File: config.mk
export PLATFORM = sky130hd
export DESIGN_NAME = f2i_trunc
export DESIGN_NICKNAME = d
export VERILOG_FILES = /design/src/rtl/f2i_pkg.sv /design/src/rtl/f2i_align.sv /design/src/rtl/f2i_limit.sv /design/src/rtl/f2i_result.sv /design/src/rtl/f2i_trunc.sv
export SDC_FILE = /design/constraint.sdc
export NUM_CORES = 1
export LEC_CHECK = 0
export ABC_AREA = 0
export ABC_CLOCK_PERIOD_IN_PS = 12300
export BUFFER_PORTS_ARGS = -buffer_cell sky130_fd_sc_hd__buf_4
export CAP_MARGIN = 20
export CORE_MARGIN = 2
export CORE_UTILIZATION = 41
export CTS_CLUSTER_DIAMETER = 80
export CTS_CLUSTER_SIZE = 30
export DETAILED_ROUTE_END_ITERATION = 12
export PLACE_DENSITY_LB_ADDON = 0.05
export SETUP_SLACK_MARGIN = 0.2
export SYNTH_ARGS = -nofsm -noshare
export SYNTH_HDL_FRONTEND = slang
export SYNTH_HIERARCHICAL = 1
export SYNTH_SLANG_ARGS = --single-unit
File: constraint.sdc
create_clock -name clk -period 12.3 [get_ports clk]
set_clock_uncertainty 0.05 [all_clocks]
set_input_delay 3.075 -clock clk [delete_from_list [all_inputs] [get_ports clk]]
set_output_delay 3.075 -clock clk [all_outputs]
set_load 0.01 [all_outputs]
File: src/rtl/f2i_pkg.sv
// Package: shared class codes and sizing defaults for the float-to-integer
// truncating converter. Assumes a 3-bit class field on the operand.
package f2i_pkg;
    localparam int unsigned CLASS_W   = 3;
    localparam logic [CLASS_W-1:0] CLS_ZERO = 3'd0;
    localparam logic [CLASS_W-1:0] CLS_NUM  = 3'd1;
    localparam logic [CLASS_W-1:0] CLS_INF  = 3'd2;
    localparam logic [CLASS_W-1:0] CLS_QNAN = 3'd3;
    localparam logic [CLASS_W-1:0] CLS_SNAN = 3'd4;

    localparam int unsigned DEF_MANT_W = 66;
    localparam int unsigned DEF_EXP_W  = 16;
    localparam int unsigned DEF_INT_W  = 32;
endpackage

File: src/rtl/f2i_align.sv
// Module: f2i_align
// Moves the integer part of the mantissa into the low INT_W bits and
// collects every discarded bit, plus the sticky input, into one lost flag.
// Assumes the caller ignores mag when the exponent is INT_W or more, and a
// negative exponent yields mag = 0.
module f2i_align #(
    parameter int unsigned MANT_W = 66,
    parameter int unsigned EXP_W  = 16,
    parameter int unsigned INT_W  = 32
) (
    input  logic [MANT_W-1:0] mant,
    input  logic              sticky,
    input  logic [EXP_W-1:0]  exp,
    output logic [INT_W-1:0]  mag,
    output logic              lost
);
    localparam int unsigned LEAD  = MANT_W - 1;
    localparam int unsigned SH_W  = $clog2(MANT_W + 1);
    localparam int unsigned IDX_W = $clog2(INT_W);

    logic              exp_neg;
    logic [IDX_W-1:0]  exp_lo;
    logic [SH_W-1:0]   shamt;
    logic [MANT_W-1:0] drop_mask;
    logic [MANT_W-1:0] shifted;

    // Purpose: derive the right-shift distance from the low exponent bits.
    always_comb begin
        exp_neg = exp[EXP_W-1];
        exp_lo  = exp[IDX_W-1:0];
        shamt   = SH_W'(LEAD) - SH_W'(exp_lo);
    end

    // One mask bit per mantissa position: set when that bit falls below the
    // integer part.
    for (genvar i = 0; i < MANT_W; i++) begin : g_mask
        always_comb drop_mask[i] = exp_neg || (SH_W'(i) < shamt);
    end

    // Purpose: form the integer magnitude and the lost-bit summary.
    always_comb begin
        shifted = mant >> shamt;
        mag     = exp_neg ? '0 : shifted[INT_W-1:0];
        lost    = sticky | (|(mant & drop_mask));
    end
endmodule

File: src/rtl/f2i_limit.sv
// Module: f2i_limit
// Decides whether the operand cannot be represented in INT_W signed bits.
// Assumes mag is only meaningful for an in-range number.
module f2i_limit
    import f2i_pkg::*;
#(
    parameter int unsigned EXP_W = 16,
    parameter int unsigned INT_W = 32
) (
    input  logic [CLASS_W-1:0] cls,
    input  logic               sign,
    input  logic [EXP_W-1:0]   exp,
    input  logic [INT_W-1:0]   mag,
    output logic               ovf
);
    localparam logic [INT_W:0] HALF = (INT_W+1)'(1) << (INT_W - 1);

    logic           not_number;
    logic           exp_big;
    logic [INT_W:0] limit;
    logic           mag_big;

    // Purpose: non-number classes and large exponents always overflow.
    always_comb begin
        not_number = (cls != CLS_NUM) && (cls != CLS_ZERO);
        exp_big    = $signed(exp) >= $signed(EXP_W'(INT_W));
    end

    // Purpose: a negative operand may reach one more magnitude step.
    always_comb begin
        limit   = HALF + (INT_W+1)'(sign);
        mag_big = {1'b0, mag} >= limit;
    end

    // Purpose: combine the three overflow sources.
    always_comb begin
        ovf = not_number || ((cls == CLS_NUM) && (exp_big || mag_big));
    end
endmodule

File: src/rtl/f2i_result.sv
// Module: f2i_result
// Chooses between zero, the saturated value and the signed magnitude, and
// sets the flags. Assumes ovf has already taken the class into account.
module f2i_result
    import f2i_pkg::*;
#(
    parameter int unsigned INT_W = 32
) (
    input  logic [CLASS_W-1:0] cls,
    input  logic               sign,
    input  logic [INT_W-1:0]   mag,
    input  logic               lost,
    input  logic               ovf,
    output logic [INT_W-1:0]   value,
    output logic               inexact,
    output logic               operr
);
    localparam logic [INT_W-1:0] POS_MAX = {1'b0, {(INT_W-1){1'b1}}};

    logic [INT_W-1:0] sat_val;
    logic [INT_W-1:0] signed_val;

    // Purpose: build both candidate results.
    always_comb begin
        sat_val    = POS_MAX + INT_W'(sign);
        signed_val = sign ? (~mag + INT_W'(1)) : mag;
    end

    // Purpose: select the result and flags by operand case.
    always_comb begin
        if (cls == CLS_ZERO) begin
            value   = '0;
            inexact = 1'b0;
            operr   = 1'b0;
        end else if (ovf) begin
            value   = sat_val;
            inexact = 1'b0;
            operr   = 1'b1;
        end else begin
            value   = signed_val;
            inexact = lost;
            operr   = 1'b0;
        end
    end
endmodule

File: src/rtl/f2i_trunc.sv
// Module: f2i_trunc (top)
// Truncating float-to-integer conversion with a registered output stage.
// Assumes in_mant holds an explicit leading one at its top bit for class
// "number"; the rounding mode input is deliberately unused.
module f2i_trunc
    import f2i_pkg::*;
#(
    parameter int unsigned MANT_W = DEF_MANT_W,
    parameter int unsigned EXP_W  = DEF_EXP_W,
    parameter int unsigned INT_W  = DEF_INT_W
) (
    input  logic               clk,
    input  logic               rst_n,
    input  logic               in_valid,
    input  logic               in_sign,
    input  logic [2:0]         in_class,
    input  logic [EXP_W-1:0]   in_exp,
    input  logic [MANT_W-1:0]  in_mant,
    input  logic               in_sticky,
    input  logic [1:0]         in_rnd_mode,
    output logic               out_valid,
    output logic [INT_W-1:0]   out_int,
    output logic               out_inexact,
    output logic               out_operr
);
    logic [INT_W-1:0] mag;
    logic             lost;
    logic             ovf;
    logic [INT_W-1:0] value;
    logic             inexact;
    logic             operr;
    logic             mode_unused;

    // Purpose: the rounding mode is accepted but never used.
    always_comb mode_unused = ^in_rnd_mode;

    f2i_align #(.MANT_W(MANT_W), .EXP_W(EXP_W), .INT_W(INT_W)) align_i (
        .mant   (in_mant),
        .sticky (in_sticky),
        .exp    (in_exp),
        .mag    (mag),
        .lost   (lost)
    );

    f2i_limit #(.EXP_W(EXP_W), .INT_W(INT_W)) limit_i (
        .cls  (in_class),
        .sign (in_sign),
        .exp  (in_exp),
        .mag  (mag),
        .ovf  (ovf)
    );

    f2i_result #(.INT_W(INT_W)) result_i (
        .cls     (in_class),
        .sign    (in_sign),
        .mag     (mag),
        .lost    (lost),
        .ovf     (ovf),
        .value   (value),
        .inexact (inexact),
        .operr   (operr)
    );

    // Purpose: one-cycle valid pulse following each strobe.
    always_ff @(posedge clk) begin
        if (!rst_n) out_valid <= 1'b0;
        else        out_valid <= in_valid;
    end

    // Purpose: capture the result on a strobe, hold it otherwise.
    always_ff @(posedge clk) begin
        if (!rst_n) begin
            out_int     <= '0;
            out_inexact <= 1'b0;
            out_operr   <= 1'b0;
        end else if (in_valid) begin
            out_int     <= value;
            out_inexact <= inexact;
            out_operr   <= operr;
        end
    end
endmodule

==> results of run 1 <==
[area by class of cell]
class	instances	area, um^2
multi-input cells	798	6553
inverters	23	86.33
well taps	234	292.8
fillers	1888	9978
flip-flops and latches	35	700.7
clock inverters	1	5.005
clock buffers	6	138.9
repair buffers	135	1013
[final timing paths]
kind,slack (ns),from,end,cells after the start
min reg2reg,0.47,out_int[21],out_int[21],2
max reg2reg,11.63,out_int[23],out_int[23],2
min,0.47,out_int[21],out_int[21],2
max,3.45,in_exp[1],out_int[26],17
[per-layer routing]
metal  share of wire  vias to the layer above
li1                -                     3776
met1            0.46                     3923
met2            0.44                      284
met3           0.074                       41
met4           0.024                        0
met5               0                        -
[through the flow]
step | setup WS [ns] | cells | util | cell area (um^2) | power [mW]
floorplan | 4.441 | 944 | - | 7855 | 0.4326
global placement | 3.219 | 1225 | 0.4607 | 8646 | 0.5512
detailed placement | 3.200 | 1225 | 0.4607 | 8646 | 0.5516
CTS | 3.478 | 1232 | 0.4683 | 8790 | 0.6818
global route | 2.978 | 1232 | 0.4683 | 8790 | 0.7325
finish | 3.450 | 1232 | 0.4683 | 8790 | 0.6836
[registers in the layout, summed over array words and instances, names as in the netlist]
name         flops
out_inexact      1
out_valid        1
out_operr        1
out_int         32
[worst reg2reg max path, stage by stage (launching register included)]
cell and delay, ns:
sky130_fd_sc_hd__dfxtp_1 0.31, sky130_fd_sc_hd__mux2i_1 0.14, sky130_fd_sc_hd__nor2b_1 0.06
[cells by family after synthesis]
family,after synthesis,share of synthesized area
buffers and inverters,111,0.07948
AND/OR/NAND/NOR,376,0.2638
multiplexers,193,0.3641
XOR/XNOR,5,0.008922
flip-flops,35,0.08920
adder cells (fa/ha/maj),6,0.009557
AO/OA/AOI/OAI,218,0.1849
[report_power, final]
group / internal, mW / total, mW / switching (mW) / leakage [nW]
Clock: 0.0790 / 0.127 / 0.0484 / 0.0727
Combinational: 0.183 / 0.430 / 0.247 / 3.08
Sequential: 0.122 / 0.126 / 0.00413 / 0.288
[cell usage in the layout, fill, tap and decap left out, drive strengths merged, types with 31 or more instances in the layout]
| master | Yosys | final |
|---|---|---|
| a21oi | 59 | 59 |
| nor3 | 31 | 31 |
| nor2b | 43 | 43 |
| o21ai | 34 | 34 |
| nor4 | 34 | 34 |
| mux4 | 72 | 72 |
| mux2i | 99 | 99 |
| nor2 | 82 | 82 |
| nand2 | 73 | 73 |
| dfxtp | 35 | 35 |
| buf | 47 | 135 |
==> results.sh, run 1 <==
export IMPL_violation_count_after_the_first_detailed_route_iteration=874
export IMPL_tritoncts="built"
export IMPL_io_pin_count=127
export IMPL_hold_buffers=0
export IMPL_synth_flop_cell="sky130_fd_sc_hd__dfxtp_1"
export IMPL_number_of_nets_in_the_layout=1096
export IMPL_top_usage_layer="met1"
export IMPL_post_synth_inst_count=944
export IMPL_drt_antenna_violating_nets=0
export IMPL_post_synth_top_area_cell="sky130_fd_sc_hd__mux4_2"
export IMPL_drive_gt1_frac=0.2715
export IMPL_ys_warn_count=6
export IMPL_detailedRoute_firstPassIterationCount=5
export IMPL_cts_resized_gates=0
export IMPL_synth_fp_nets=1042
export IMPL_m2_gr_usage=0.3926
export IMPL_cellLeakagePower_nw=3.437
export IMPL_synth_async_reset_ratio=0
export IMPL_synth_top_area_share=0.2064
export IMPL_worstSetupEndpointType="flip-flop"
export IMPL_core_region_area_mm2=0.01877
export IMPL_dpl_hpwl_um=20090
export IMPL_yosysUniqueCellTypes=82
export IMPL_die_w_um=142.4
export IMPL_status="completed"
export IMPL_h_tree_depth=2
export IMPL_arrival_ns=9.03
export IMPL_viasPerCell=6.513
export IMPL_wl_per_cell_um=21.80
export IMPL_portBuffers=124
export IMPL_clock_insertion_delay_worst_skew_ns=0.28
export IMPL_power_density_mw_per_mm2=77.77
export IMPL_critical_path_slowest_cell="sky130_fd_sc_hd__ha_2"
export IMPL_biggest_area_contributors_in_the_synthesized_netlist="sky130_fd_sc_hd__mux4_2 (21%), sky130_fd_sc_hd__mux2i_1 (13%), sky130_fd_sc_hd__dfxtp_1 (8.9%), sky130_fd_sc_hd__nor2_1 (3.9%), sky130_fd_sc_hd__a21oi_1 (3.8%)"
export IMPL_average_instance_area_after_synthesis_um2=8.321
export IMPL_path_clk_slew_ns=0.05
export IMPL_grt_overflow_total=0
export IMPL_drv_cap=0
export IMPL_fin_tns_setup_ns=0
export IMPL_first_global_vias=7303
export IMPL_diodes=0
export IMPL_crit_type="in2reg"
export IMPL_report_final_slew_viol_count=0
export IMPL_globalRouteMet1Util=0.3967
export IMPL_remaining_drc_errors=0
export IMPL_gp_congestion=0.9710
export IMPL_vdd_drop_max_mv=0.04927
export IMPL_min_delay_path_class="reg2reg"
export IMPL_report_final_setup_viol=0
export IMPL_cp_start_kind="primary input"
export IMPL_total_clock_sinks=35
export IMPL_post_synthesis_to_final_layout_area_growth_pct=11.90
export IMPL_antenna_found_initial=0
export IMPL_synthTopCellsByCount="sky130_fd_sc_hd__mux2i_1 (99), sky130_fd_sc_hd__nor2_1 (81), sky130_fd_sc_hd__nand2_1 (73)"
export IMPL_critical_path_buf_inv_count=3
export IMPL_overall_fraction_of_global_route_tracks_in_use=0.2653
export IMPL_period_needed_ns=8.850
export IMPL_cp_slowest_stage_delay_ns=0.99
export IMPL_number_of_enable_flip_flop_cells_after_synthesis=0
export IMPL_syn_area_mm2=0.007855
export IMPL_floorplan_initialDensity=0.4185
export IMPL_critical_path_required_ns=12.48
export IMPL_cts_root_buf="sky130_fd_sc_hd__clkbuf_16"
export IMPL_clock_tree_buffer_depth=2
export IMPL_die_h_um=142.4
export IMPL_crit_chain="buf_4, inv_1, ha_2, mux4_2, mux2i_1, nor3_1, o31ai_1, a31oi_1, inv_1, ha_1, nor3b_2, nand4_1, o311ai_1, o41ai_1, nor4_1, mux2i_1, nor2b_1"
export IMPL_timing_max_slew_rel_slack=0.2752
export IMPL_post_cts_repair_setup_buffers=0
export IMPL_dr_total_vias=8024
export IMPL_achievable_frequency_ghz=0.1130
export IMPL_first_pass_grt_wire_length_um=42450
export IMPL_synth_most_common_cell="sky130_fd_sc_hd__mux2i_1"
export IMPL_ys_ff_latch=35
export IMPL_routed_wirelength_um=26850
export IMPL_global_route_usage_met3=0.04946
export IMPL_rsz0062_at_grt="false"
export IMPL_worst_hold_margin_ns=0.4675
export IMPL_worst_slew_pin_slew_ns=1.073
export IMPL_yosysSeqAreaShare=0.08920
export IMPL_path_delay_family="simple AND/OR/NAND/NOR gates"
export IMPL_critical_path_max_fanout=44
export IMPL_floorplan_rows=50
export IMPL_numCtsBuffers=5
export IMPL_fin_crit_sh=0.7195
export IMPL_hold_violations=0
export IMPL_die_area_mm2=0.02028
export IMPL_grt_max_degree=68
(Power assumes the default switching activity.)
==> run 2: changes to the inputs <==
--- a/config.mk
+++ b/config.mk
@@ -6,7 +6,7 @@
 export NUM_CORES = 1
 export LEC_CHECK = 0
 export ABC_AREA = 0
-export ABC_CLOCK_PERIOD_IN_PS = 12300
+export ABC_CLOCK_PERIOD_IN_PS = 8000
 export BUFFER_PORTS_ARGS = -buffer_cell sky130_fd_sc_hd__buf_4
 export CAP_MARGIN = 20
 export CORE_MARGIN = 2
==> constraint.sdc (replaced) <==
create_clock -name clk -period 8 [get_ports clk]
set_clock_uncertainty 0.05 [all_clocks]
set_input_delay 2 -clock clk [delete_from_list [all_inputs] [get_ports clk]]
set_output_delay 2 -clock clk [all_outputs]
set_load 0.01 [all_outputs]
==> run 2 against run 1 <==
Highest routed layer unchanged. Via count fell by 0.11%. Cell count increased by 1.2%. Register-to-register slack worse by 4.3 ns.
==> results.sh, run 2 (same netlist as run 1, synthesis figures left out) <==
export IMPL_status="completed"
export IMPL_registers_top_by_ff_count="out_int"
export IMPL_tritoncts="built"
export IMPL_grt_overflow_total=0
export IMPL_worst_hold_path_num_cells=2
export IMPL_cts_resized_gates=0
export IMPL_gp_congestion=0.9475
export IMPL_critical_path_required_ns=8.17
export IMPL_regArea_um2=700.7
export IMPL_clock_insertion_delay_worst_skew_ns=0.28
export IMPL_remaining_drc_errors=0
export IMPL_achievable_frequency_ghz=0.1477
export IMPL_cp_common_cell="sky130_fd_sc_hd__buf_4"
export IMPL_first_global_vias=7226
export IMPL_cp_start_kind="primary input"
export IMPL_cts_root_buf="sky130_fd_sc_hd__clkbuf_16"
export IMPL_most_common_layout_cells="sky130_fd_sc_hd__buf_4 (148), sky130_fd_sc_hd__mux2i_1 (99), sky130_fd_sc_hd__nor2_1 (81)"
export IMPL_total_clock_sinks=35
export IMPL_r2r_start="out_int[24]"
export IMPL_timing_hold_worst_start="out_int[27]"
export IMPL_portBuffers=124
export IMPL_die_area_mm2=0.02028
export IMPL_global_route_usage_met3=0.04441
export IMPL_numCtsBuffers=5
export IMPL_io_pin_count=127
export IMPL_timing_max_slew_rel_slack=0.2068
export IMPL_crit_type="in2reg"
export IMPL_die_w_um=142.4
export IMPL_post_cts_repair_setup_buffers=0
export IMPL_drive_gt1_frac=0.2806
export IMPL_arrival_ns=6.94
export IMPL_drv_cap=0
export IMPL_worst_setup_path_startpoint="in_exp[2]"
export IMPL_period_needed_ns=6.768
export IMPL_critical_path_slowest_cell="sky130_fd_sc_hd__mux4_2"
export IMPL_hold_violations=0
export IMPL_post_route_cell_area_mm2=0.008925
export IMPL_number_of_nets_in_the_layout=1110
export IMPL_report_final_slew_viol_count=0
export IMPL_dr_total_vias=8015
export IMPL_min_delay_path_class="reg2reg"
export IMPL_worst_r2r_path_cells=2
export IMPL_detailed_place_area_mm2=0.008763
export IMPL_critical_path_max_fanout=49
export IMPL_rr_endpoint="out_int[24]"
export IMPL_power_mw=1.086
export IMPL_crit_chain="buf_4, inv_1, ha_2, xor2_4, buf_4, mux4_2, a21oi_1, o22ai_1, nor4_1, nand4_1, o211ai_2, nand2_1, buf_4, nor4b_1, a31oi_1, a21oi_1, mux2i_1, nor2b_1"
export IMPL_multiInputGateArea_mm2=0.006553
export IMPL_layout_cells_most_common="sky130_fd_sc_hd__buf_4"
export IMPL_critical_path_buf_inv_count=4
export IMPL_vdd_drop_max_mv=0.08377
export IMPL_globalRouteMet1Util=0.4075
export IMPL_viasPerCell=6.427
export IMPL_die_h_um=142.4
export IMPL_floorplan_rows=50
export IMPL_drt_antenna_violating_nets=0
export IMPL_worst_slew_pin_slew_ns=1.174
export IMPL_overall_fraction_of_global_route_tracks_in_use=0.2666
export IMPL_timing_hold_worst_endpoint="out_int[27]"
export IMPL_largest_register_ffs=32
export IMPL_cellLeakagePower_nw=3.513
export IMPL_fillerInstances=1951
export IMPL_detailedRoute_firstPassIterationCount=5
export IMPL_rsz0062_at_grt="false"
export IMPL_fin_tns_setup_ns=0
export IMPL_path_delay_family="simple AND/OR/NAND/NOR gates"
export IMPL_first_pass_grt_wire_length_um=42720
export IMPL_top_usage_layer="met1"
export IMPL_h_tree_depth=2
export IMPL_clock_tree_buffer_depth=2
export IMPL_core_region_area_mm2=0.01877
export IMPL_grt_max_degree=95
export IMPL_report_final_setup_viol=0
export IMPL_path_clk_slew_ns=0.06
export IMPL_post_synthesis_to_final_layout_area_growth_pct=13.62
export IMPL_violation_count_after_the_first_detailed_route_iteration=855
export IMPL_rrSetupSlack_ns=7.34
export IMPL_hold_buffers=0
export IMPL_antenna_found_initial=0
export IMPL_worstSetupEndpointType="flip-flop"
export IMPL_dpl_hpwl_um=20450
export IMPL_routed_wirelength_um=27100
export IMPL_fin_crit_sh=0.8460
export IMPL_cp_slowest_stage_delay_ns=0.59
export IMPL_floorplan_initialDensity=0.4185
export IMPL_wl_per_cell_um=21.73
export IMPL_power_density_mw_per_mm2=121.7
export IMPL_m2_gr_usage=0.3992
run 2: changes by cell type in the layout (fill, tap and decap cells not counted):
cell,previous run,this run
sky130_fd_sc_hd__clkbuf_1,0,1
sky130_fd_sc_hd__clkinv_2,1,0
sky130_fd_sc_hd__buf_4,135,148
sky130_fd_sc_hd__buf_12,0,1
sky130_fd_sc_hd__bufinv_16,0,1
sky130_fd_sc_hd__diode_2,0,1
sky130_fd_sc_hd__clkbuf_8,1,0
run 2: how the worst max path moves through the flow:
stage,end,slack (ns),cells past startpoint
after floorplan,out_int[20],1.22,24
after global placement,out_int[18],1.06,17
after detailed placement,out_int[18],1.03,17
after CTS,out_int[18],1.31,17
after global routing,out_int[20],0.88,18
final,out_int[20],1.23,18
run 2: cell type report:
| type | count | share of cell area |
|---|---|---|
| diodes | 1 | 0.0002804 |
| clock inverters | 1 | 0.003365 |
| multi-input cells | 798 | 0.7342 |
| repair buffers | 149 | 0.1267 |
| flip-flops and latches | 35 | 0.07851 |
| clock buffers | 6 | 0.01444 |
| well taps | 234 | 0.03281 |
| inverters | 23 | 0.009673 |
run 2: power breakdown:
part           internal, mW  switching [mW]
registers             0.187         0.00644
logic                 0.291           0.383
clock network         0.145          0.0731
run 2: per-layer routing:
metal / up-vias / share of wire
li1: 3805 / -
met2: 274 / 0.45
met1: 3910 / 0.47
met3: 26 / 0.066
met4: 0 / 0.016
met5: - / 0
run 2: worst reg2reg max path, cell delays in order, from the launching register on:
cell and delay [ns]:
sky130_fd_sc_hd__dfxtp_1 0.32, sky130_fd_sc_hd__mux2i_1 0.13, sky130_fd_sc_hd__nor2b_1 0.06
run 2: stage by stage:
| stage | std cells | util | worst slack (ns) | hold slack [ns] |
|---|---|---|---|---|
| floorplan | 944 | - | 1.216 | 0.4883 |
| global placement | 1239 | 0.4669 | 1.057 | 0.4482 |
| detailed placement | 1239 | 0.4669 | 1.027 | 0.4601 |
| CTS | 1246 | 0.4754 | 1.314 | 0.4775 |
| global route | 1246 | 0.4754 | 0.8769 | 0.4977 |
| finish | 1247 | 0.4755 | 1.232 | 0.4679 |
